$ cat src/rtl/adc_scan_pkg.sv
package adc_scan_pkg;

    // Control word field positions (decoded by the serial front end's word)
    localparam int MODE_BIT = 10;
    localparam int MAN_HI   = 9;
    localparam int MAN_LO   = 7;
    localparam int ORD_HI   = 9;
    localparam int ORD_LO   = 8;
    localparam int RST_BIT  = 7;

    typedef enum logic [1:0] {
        ORD_ASC  = 2'b00,
        ORD_ODD  = 2'b01,
        ORD_EVEN = 2'b10,
        ORD_DESC = 2'b11
    } scan_order_e;

    typedef enum logic {
        ST_MANUAL = 1'b0,
        ST_SCAN   = 1'b1
    } seq_state_e;

    typedef enum logic [2:0] {
        MV_WAIT,
        MV_HOLD_MANUAL,
        MV_ENTER_SCAN,
        MV_STEP,
        MV_RESTART,
        MV_LEAVE_SCAN
    } seq_move_e;

    // Number of entries an order visits for a given channel count
    function automatic int order_len(scan_order_e o, int n);
        return (o == ORD_ODD || o == ORD_EVEN) ? n / 2 : n;
    endfunction

endpackage

$ cat src/rtl/scan_cycle_timer.sv
module scan_cycle_timer #(
    parameter  int CYC_LEN = 16,
    localparam int CNT_W   = $clog2(CYC_LEN)
) (
    input  logic clk,
    input  logic rst,
    output logic boundary
);

    logic [CNT_W-1:0] cnt_q;

    assign boundary = (cnt_q == CNT_W'(CYC_LEN - 1));

    always_ff @(posedge clk) begin
        if (rst) begin
            cnt_q <= '0;
        end else if (boundary) begin
            cnt_q <= '0;
        end else begin
            cnt_q <= cnt_q + CNT_W'(1);
        end
    end

endmodule

$ cat src/rtl/scan_order_table.sv
module scan_order_table
    import adc_scan_pkg::*;
#(
    parameter  int NUM_CH = 8,
    localparam int CH_W   = $clog2(NUM_CH)
) (
    input  scan_order_e       order,
    input  logic [CH_W-1:0]   idx,
    output logic [CH_W-1:0]   chan
);

    localparam int N_ORD = 4;

    logic [CH_W-1:0] tbl [N_ORD][NUM_CH];

    for (genvar o = 0; o < N_ORD; o++) begin : g_ord
        for (genvar k = 0; k < NUM_CH; k++) begin : g_ent
            localparam int VAL = (o == 0) ? k :
                                 (o == 1) ? (2 * k + 1) % NUM_CH :
                                 (o == 2) ? (2 * k) % NUM_CH :
                                            NUM_CH - 1 - k;
            assign tbl[o][k] = CH_W'(VAL);
        end
    end

    assign chan = tbl[order][idx];

endmodule

$ cat src/rtl/scan_ctrl_fsm.sv
module scan_ctrl_fsm
    import adc_scan_pkg::*;
#(
    parameter  int NUM_CH = 8,
    parameter  int CFG_W  = 16,
    localparam int CH_W   = $clog2(NUM_CH)
) (
    input  logic              clk,
    input  logic              rst,
    input  logic              boundary,
    input  logic [CFG_W-1:0]  cfg_word,
    output logic [CH_W-1:0]   mux_sel,
    output logic              sel_valid
);

    localparam logic [CFG_W-1:0] USED_MASK =
        CFG_W'((1 << (MODE_BIT + 1)) - (1 << MAN_LO));

    seq_state_e      state_q, state_d;
    scan_order_e     ord_q, ord_d;
    logic [CH_W-1:0] ptr_q, ptr_d;
    seq_move_e       move;

    logic            cfg_scan;
    logic            cfg_restart;
    scan_order_e     cfg_ord;
    logic [CH_W-1:0] cfg_man;
    logic            cfg_unused;
    logic            at_last;
    logic [CH_W-1:0] scan_chan;
    logic [CH_W-1:0] sel_d;

    assign cfg_scan    = cfg_word[MODE_BIT];
    assign cfg_restart = cfg_word[RST_BIT];
    assign cfg_ord     = scan_order_e'(cfg_word[ORD_HI:ORD_LO]);
    assign cfg_man     = CH_W'(cfg_word[MAN_HI:MAN_LO]);
    assign cfg_unused  = ^(cfg_word & ~USED_MASK);

    assign at_last = (int'(ptr_q) == order_len(ord_q, NUM_CH) - 1);

    scan_order_table #(.NUM_CH(NUM_CH)) u_table (
        .order (ord_d),
        .idx   (ptr_d),
        .chan  (scan_chan)
    );

    // Transition choice
    always_comb begin
        move = MV_WAIT;
        unique case (state_q)
            ST_MANUAL: begin
                if (!boundary)     move = MV_WAIT;
                else if (cfg_scan) move = MV_ENTER_SCAN;
                else               move = MV_HOLD_MANUAL;
            end
            ST_SCAN: begin
                if (!boundary)                              move = MV_WAIT;
                else if (!cfg_scan)                         move = MV_LEAVE_SCAN;
                else if (cfg_restart || (cfg_ord != ord_q)) move = MV_RESTART;
                else                                        move = MV_STEP;
            end
        endcase
    end

    // Next state, order and pointer per move
    always_comb begin
        state_d = state_q;
        ord_d   = ord_q;
        ptr_d   = ptr_q;
        sel_d   = mux_sel;
        unique case (move)
            MV_WAIT: begin
            end
            MV_HOLD_MANUAL, MV_LEAVE_SCAN: begin
                state_d = ST_MANUAL;
                ptr_d   = '0;
                sel_d   = cfg_man;
            end
            MV_ENTER_SCAN, MV_RESTART: begin
                state_d = ST_SCAN;
                ord_d   = cfg_ord;
                ptr_d   = '0;
                sel_d   = scan_chan;
            end
            MV_STEP: begin
                state_d = ST_SCAN;
                ptr_d   = at_last ? '0 : ptr_q + CH_W'(1);
                sel_d   = scan_chan;
            end
            default: begin
            end
        endcase
    end

    // State register
    always_ff @(posedge clk) begin
        if (rst) begin
            state_q <= ST_MANUAL;
            ord_q   <= ORD_ASC;
            ptr_q   <= '0;
        end else begin
            state_q <= state_d;
            ord_q   <= ord_d;
            ptr_q   <= ptr_d;
        end
    end

    // Outputs
    always_ff @(posedge clk) begin
        if (rst) begin
            mux_sel   <= '0;
            sel_valid <= 1'b0;
        end else begin
            sel_valid <= (move != MV_WAIT);
            if (move != MV_WAIT) begin
                mux_sel <= sel_d;
            end
        end
    end

endmodule

$ cat src/rtl/adc_scan_seq.sv
module adc_scan_seq #(
    parameter  int NUM_CH  = 8,
    parameter  int CYC_LEN = 16,
    parameter  int CFG_W   = 16,
    localparam int CH_W    = $clog2(NUM_CH)
) (
    input  logic              clk,
    input  logic              rst,
    input  logic [CFG_W-1:0]  cfg_word,
    output logic [CH_W-1:0]   mux_sel,
    output logic              sel_valid
);

    logic boundary;

    scan_cycle_timer #(.CYC_LEN(CYC_LEN)) u_timer (
        .clk      (clk),
        .rst      (rst),
        .boundary (boundary)
    );

    scan_ctrl_fsm #(.NUM_CH(NUM_CH), .CFG_W(CFG_W)) u_fsm (
        .clk       (clk),
        .rst       (rst),
        .boundary  (boundary),
        .cfg_word  (cfg_word),
        .mux_sel   (mux_sel),
        .sel_valid (sel_valid)
    );

endmodule

$ cat config.mk
export PLATFORM = sky130hd
export DESIGN_NAME = adc_scan_seq
export DESIGN_NICKNAME = d
export VERILOG_FILES = /design/src/rtl/adc_scan_pkg.sv /design/src/rtl/scan_cycle_timer.sv /design/src/rtl/scan_order_table.sv /design/src/rtl/scan_ctrl_fsm.sv /design/src/rtl/adc_scan_seq.sv
export SDC_FILE = /design/constraint.sdc
export NUM_CORES = 1
export LEC_CHECK = 0
export ABC_CLOCK_PERIOD_IN_PS = 1800
export BUFFER_PORTS_ARGS = -buffer_cell sky130_fd_sc_hd__buf_2
export CAP_MARGIN = 20
export CORE_MARGIN = 2
export CORE_UTILIZATION = 50
export DETAILED_ROUTE_END_ITERATION = 12
export PLACE_DENSITY = 0.76
export RECOVER_POWER = 50
export SLEW_MARGIN = 10
export SYNTH_ARGS = -nofsm -noshare
export SYNTH_HDL_FRONTEND = slang
export SYNTH_SLANG_ARGS = --single-unit
export TNS_END_PERCENT = 5
$ cat constraint.sdc
create_clock -name clk -period 1.8 [get_ports clk]
set_input_delay 0.18 -clock clk [delete_from_list [all_inputs] [get_ports clk]]
set_output_delay 0.18 -clock clk [all_outputs]
set_load 0.01 [all_outputs]
Yosys cells after proc, flatten, opt, wreduce, memory -nomap -nowiden
Cells that the tools add are included.
{"block": "word_totals", "regBits": 14, "input_bits": 18, "output_inout_bits": 4, "wordCells": 52}
{"block": "classes", "reduce_logical": 10, "n_lt_le_gt_ge": 2, "mux": 18, "eq_ne": 10, "bitwise_logic": 3, "n_addsub": 3}
{"op": "$bmux W24 S2", "count": 1}
{"op": "$mux W24", "count": 2}
{"op": "$eq A4 B32 Y1", "count": 1}
{"op": "$sub A32 B2 Y32 const B", "count": 1}
{"op": "$mux W3", "count": 7}
{"op": "$pmux W3 S2", "count": 3}
{"op": "$bmux W3 S3", "count": 1}
{"op": "$eq A3 B2 Y1 const B", "count": 2}
{"op": "$eq A3 B3 Y1 const B", "count": 2}
{"op": "$reduce_or A2 Y1", "count": 3}
{"op": "$add A4 B1 Y4 const B", "count": 1}
{"op": "$eq A4 B4 Y1 const B", "count": 1}
{"op": "$ge A4 B4 Y1 const B", "count": 1}
{"op": "$mux W2", "count": 2}
{"op": "$mux W4", "count": 1}
{"op": "$not A3 Y4", "count": 1}
{"op": "$reduce_or A4 Y1", "count": 1}
{"op": "$add A3 B1 Y3 const B", "count": 1}
{"op": "$eq A3 B1 Y1 const B", "count": 1}
{"op": "$ge A3 B3 Y1 const B", "count": 1}
{"op": "$not A2 Y3", "count": 1}
{"op": "$reduce_bool A3 Y1", "count": 1}
{"op": "$reduce_or A3 Y1", "count": 1}
{"op": "$eq A2 B1 Y1 const B", "count": 1}
{"op": "other kinds (7)", "count": 8}

Logic depth before layout (Yosys ltp)
{"block": "depth", "ltp_word": 17, "depth_mapped": 7, "mapped_depth_nobuf": 6}

By module
Synthesis repeated with hierarchy kept, for this count alone.
{"block": "unflattened", "hier_cells": 79, "area_unflattened_um2": 748.2}
{"module": "scan_ctrl_fsm", "seq_area_each_um2": 200.2, "cells_per_inst": 52, "area_each_um2": 504.2, "n_inst": 1}
{"module": "scan_cycle_timer", "seq_area_each_um2": 80.1, "cells_per_inst": 15, "area_each_um2": 166.4, "n_inst": 1}
{"module": "scan_order_table", "seq_area_each_um2": 0.0, "cells_per_inst": 12, "area_each_um2": 77.6, "n_inst": 1}

Worst setup path after synthesis
No wires, ideal clock.
{"block": "synth_timing", "path_kind": "register to register", "start": "register u_timer.cnt_q[0]", "end": "register u_fsm.mux_sel[1]", "path_slack_ns": 0.142, "stages_incl_launch_ff": 7, "synth_period_minus_slack_ns": 1.658, "setup_time_ns": 0.076, "n_path_buf": 0, "t_required_ns": 1.724, "arrival_ns": 1.582, "cell_sequence": "dfxtp_1 > ha_1 > nand3_1 > or3_1 > o32ai_1 > nand3_1 > o22ai_1"}
{"block": "synth_via", "elab_chain_len": 14, "elab_cells_between_ends": 27}
{"item": "from (decl)", "line_no": "scan_cycle_timer.sv:10", "text": "logic [CNT_W-1:0] cnt_q;"}
{"item": "from (signal assigned)", "line_no": "scan_cycle_timer.sv:20", "text": "cnt_q <= cnt_q + CNT_W'(1);"}
{"item": "$eq A4 B4 Y1 (*)", "line_no": "scan_cycle_timer.sv:12", "text": "assign boundary = (cnt_q == CNT_W'(CYC_LEN - 1));"}
{"item": "$mux W3 (on tied branches)", "line_no": "scan_ctrl_fsm.sv:57, scan_ctrl_fsm.sv:52"}
{"item": "$pmux W3 S2 (*)", "line_no": "scan_ctrl_fsm.sv:50", "text": "unique case (state_q)"}
{"item": "$eq A3 B2 Y1 / $eq A3 B3 Y1 (equally long branches)", "line_no": "scan_ctrl_fsm.sv:71", "text": "unique case (move)"}
{"item": "$reduce_or A2 Y1"}
{"item": "$mux W2", "line_no": "scan_ctrl_fsm.sv:71"}
{"item": "$not A2 Y3 (not written as such)", "line_no": "scan_order_table.sv:26", "text": "assign chan = tbl[order][idx];"}
{"item": "$bmux W24 S2", "line_no": "scan_order_table.sv:26"}
{"item": "$mux W24 (not written as such) (2 in series)", "line_no": "scan_order_table.sv:26"}
{"item": "$bmux W3 S3", "line_no": "scan_order_table.sv:26"}
{"item": "$mux W3 (not written as such) (2 in series)", "line_no": "scan_order_table.sv:26"}
{"item": "$pmux W3 S2", "line_no": "scan_ctrl_fsm.sv:71"}
{"item": "to (signal assigned)", "line_no": "scan_ctrl_fsm.sv:116", "text": "mux_sel <= sel_d;"}
{"item": "to (decl)", "line_no": "scan_ctrl_fsm.sv:12", "text": "output logic [CH_W-1:0] mux_sel,"}
Mark *: on every way between the ends. The rest lies on a longest branch, timed or not. The select of a mux whose other input is x is not followed.
A chain may end at the register's enable or synchronous reset.

Worst setup path in the final report
{"block": "layout_timing", "start": "register u_fsm.ord_q[0]", "end": "register u_fsm.mux_sel[1]"}
{"block": "layout_via", "elab_chain_len": 17, "elab_cells_between_ends": 36}
{"item": "from (decl)", "line_no": "scan_ctrl_fsm.sv:20", "text": "scan_order_e ord_q, ord_d;"}
{"item": "from (signal assigned)", "line_no": "scan_ctrl_fsm.sv:103", "text": "ord_q <= ord_d;"}
{"item": "parallel branches: the longest is 17 deep, another holds $sub A32 B2 Y32"}
Parallel ways; which one is timed is not known. The select of a mux whose other input is x is not followed.

==> key figures <==
Floorplanning
  – Core region area: 1520 sq um
  – Initial cell density of the core: 54.0%
  – Die footprint: 1990 sq um
  – Number of standard-cell rows in the floorplan: 14
  – Die Height: 44.6 um
  – Num ports: 22
  – Die X: 44.6 um

CTS
  – Clock edge transition at the registers on the reported setup and hold paths: 90 ps
  – Number of buffers created by CTS: 3
  – Clock sink count: 14
  – H-tree level count: 1
  – Clock network latency to the later pin of the worst-skew pair: 280 ps
  – Clock root buffer: clkbuf_4
  – Resize count post-CTS: 0
  – Post-CTS Setup Inserts: 0
  – CTS hold repair buffers: 0
  – CTS tree: done
  – Clock buffer depth: 2

Global route
  – Wire length of the first global-routing pass: 2840 um
  – Pin count of the biggest net entering global routing: 16
  – Overall Global Routing Usage: 19.8%
  – Via count of the first global-routing pass: 658
  – Number of antenna violations at the first check in global routing: 0
  – Aggregate global routing overflow: 0

Yosys
  – Number of warnings issued by yosys: 0
  – Number of flip-flops and latches in the synthesized netlist: 14
  – Nets in the synthesized netlist: 122
  – Synth Area per Inst: 8.07 sq um
  – Syn Std Cell Area: 823 sq um
  – Gate count after technology mapping: 102
  – Distinct cell type count after synthesis: 38
  – Top_reg_cell synth: dfxtp_1
  – Share of synthesized registers carrying an async set or reset: 0%
  – Count of flip-flops with a built-in enable after synthesis: 0
  – Fraction of the yosys area taken by sequential cells: 34.0%

Finish
  – Footprint of the multi-input gates: 510 sq um
  – Leading cell type in the layout, fill and taps excluded: dfxtp_1
  – Area added between synthesis and finish: 13.2%
  – Proportion of layout cells with a drive suffix above 1: 16.7%
  – Reg area: 280 sq um
  – Final #Nets: 135
  – N_diodes: 0
  – Count of fill cells added during filler insertion: 140
  – Commonest cells after routing, fill and taps aside: dfxtp_1, a21oi_1, nor2_1, nand2_1

STA
  – Final Setup Violations: 0
  – Worst-case setup margin in the final layout: 119 ps
  – Achievable frequency: 595 MHz
  – Final critical path time including I/O delays and setup: 1680 ps
  – Post-Route Setup TNS: 0 ps
  – Least-Margin Pin Slew: 311 ps
  – Setup repair after global routing missed its margin: no
  – Hold Vio Cnt, Final: 0
  – Period utilisation layout: 93.4%
  – Fin. max-slew vios: 0
  – Headroom to the max-slew limit: 79.3%
  – Skew final: 3.95 ps

Power and ir drop
  – Leakage component of the power: 0.342 nW
  – Pwr per Cell Area: 651 nW/um^2
  – Worst-case vdd ir drop: 0.529 mV

Detailed routing
  – Routed vias: 780
  – Drt via density: 6.00
  – Final wirelength: 1700 um
  – Post-DR wirelength/cell: 13.1 um
  – Number of design rule violations left after detail routing: 0
  – Number of nets still failing antenna checks after routing: 0
  – Iter 0 DRT Violations: 23
  – 1st-pass router iterations: 4

Worst setup path
  – CP endpoint kind: flop
  – Type of the setup path with the least slack: flop to flop
  – Register-to-register setup slack: 120 ps
  – Slowest Stage Delay on Critical Path: 420 ps
  – Worst Path Required: 2010 ps
  – Cell count along the critical path: 5
  – Maximum fanout along the worst path: 4
  – Arrival time reported for the critical path endpoint: 1900 ps
  – Worst r2r path cells: 5
  – Cell with the largest stage delay on the worst path: mux2_2
  – Startpoint Class: flop
  – Kind of cell adding the most delay to the critical path: compound AO/OA/AOI/OAI gates
  – Crit path buffers/inverters: 0
  – Ordered cell list for the critical path: xnor2_1, mux2_2, o32ai_1, nand3_1, o22ai_1

Placement
  – Final HPWL from detailed placement: 1230 um
  – Final weighted congestion of routability-driven global placement: 0.773
  – Post-Place Setup Slack: 95.9 ps
  – Number of I/O port buffers: 9

Flow run
  – Max-capacitance violation count: 0

Outcome
  – Run status: finished, final reports clean

Hold path
  – Tightest Hold Check Type: primary input to flop
  – Worst Hold Path Cells: 3
where the power goes:
group / internal (mW) / total (mW) / switching [mW]
clock network: 0.123 / 0.229 / 0.106
registers: 0.315 / 0.323 / 0.00770
logic: 0.0247 / 0.0543 / 0.0296
total: 0.463 / 0.607 / 0.144
final timing paths:
path | to | from
setup / recovery | u_fsm.mux_sel[1] | u_fsm.ord_q[0]
hold / removal | u_fsm.ord_q[0] | cfg_word[8]
setup reg to reg | u_fsm.mux_sel[1] | u_fsm.ord_q[0]
hold reg to reg | u_fsm.state_q | u_fsm.state_q
state kept, by name, indices dropped and copies added, names as in the netlist:
signal / count
u_fsm.sel_valid: 1
u_timer.cnt_q: 4
u_fsm.state_q: 1
u_fsm.ptr_q: 3
u_fsm.mux_sel: 3
u_fsm.ord_q: 2
cell type report:
cell class / count / area share [%]
Sequential cell: 14 / 30.1
Timing Repair Buffer: 14 / 7.92
Clock buffer: 4 / 3.89
Inverter: 3 / 1.21
Tap cell: 16 / 2.15
Multi-Input combinational cell: 79 / 54.8
synth_stat cells, drive strengths merged (2+ instances only):
cell    count  share of area (%)
nand2       8                3.6
or3         2                2.1
nor2        8                3.6
xor2        2                2.1
ha          2                3.0
nand4       2                1.5
a31oi       3                2.3
a21oi      12                7.3
nand3       5                3.0
dfxtp      14                 34
a21o        2                1.8
inv         3                1.4
nand3b      2                1.8
and3        3                2.3
clkbuf      4                1.8
nor2b       2                1.5
o21ai       4                2.4
buf         2                2.3
nor3        4                2.4
xnor2       3                3.2
worst min-delay path, delay by kind of cell:
| kind | cells | cell delay [ps] |
|---|---|---|
| buffers and inverters | 1 | 150 |
| AO/OA/AOI/OAI | 1 | 50 |
| AND/OR/NAND/NOR | 1 | 80 |
cell families (layout without fill, tap and decap cells):
| family | count (synthesis) | after routing | share of synthesized area, % |
|---|---|---|---|
| AND/OR/NAND/NOR | 43 | 43 | 29.0 |
| buffers and inverters | 9 | 21 | 5.47 |
| adder cells (fa/ha/maj) | 2 | 2 | 3.04 |
| multiplexers | 1 | 1 | 1.37 |
| flip-flops | 14 | 14 | 34.0 |
| XOR/XNOR | 5 | 5 | 5.32 |
| AO/OA/AOI/OAI | 28 | 28 | 21.7 |
layer usage:
layer	up-vias	wire (um)	track usage, %
met2	23	807	32.2
met3	4	69	3.67
met1	358	798	25.1
met5	-	0	0
li1	395	-	-
met4	0	26	9.09
through the flow:
stage	power [mW]	instance area (sq um)	utilization [%]	hold slack [ps]	std cells
after floorplan	0.366	823	-	256	102
after global placement	0.379	892	58.5	447	126
after detailed placement	0.380	892	58.5	449	126
after CTS	0.604	928	60.9	219	130
after global routing	0.631	932	61.2	227	130
final	0.607	932	61.2	225	130
Note: power is estimated with default switching activity, not from simulation.
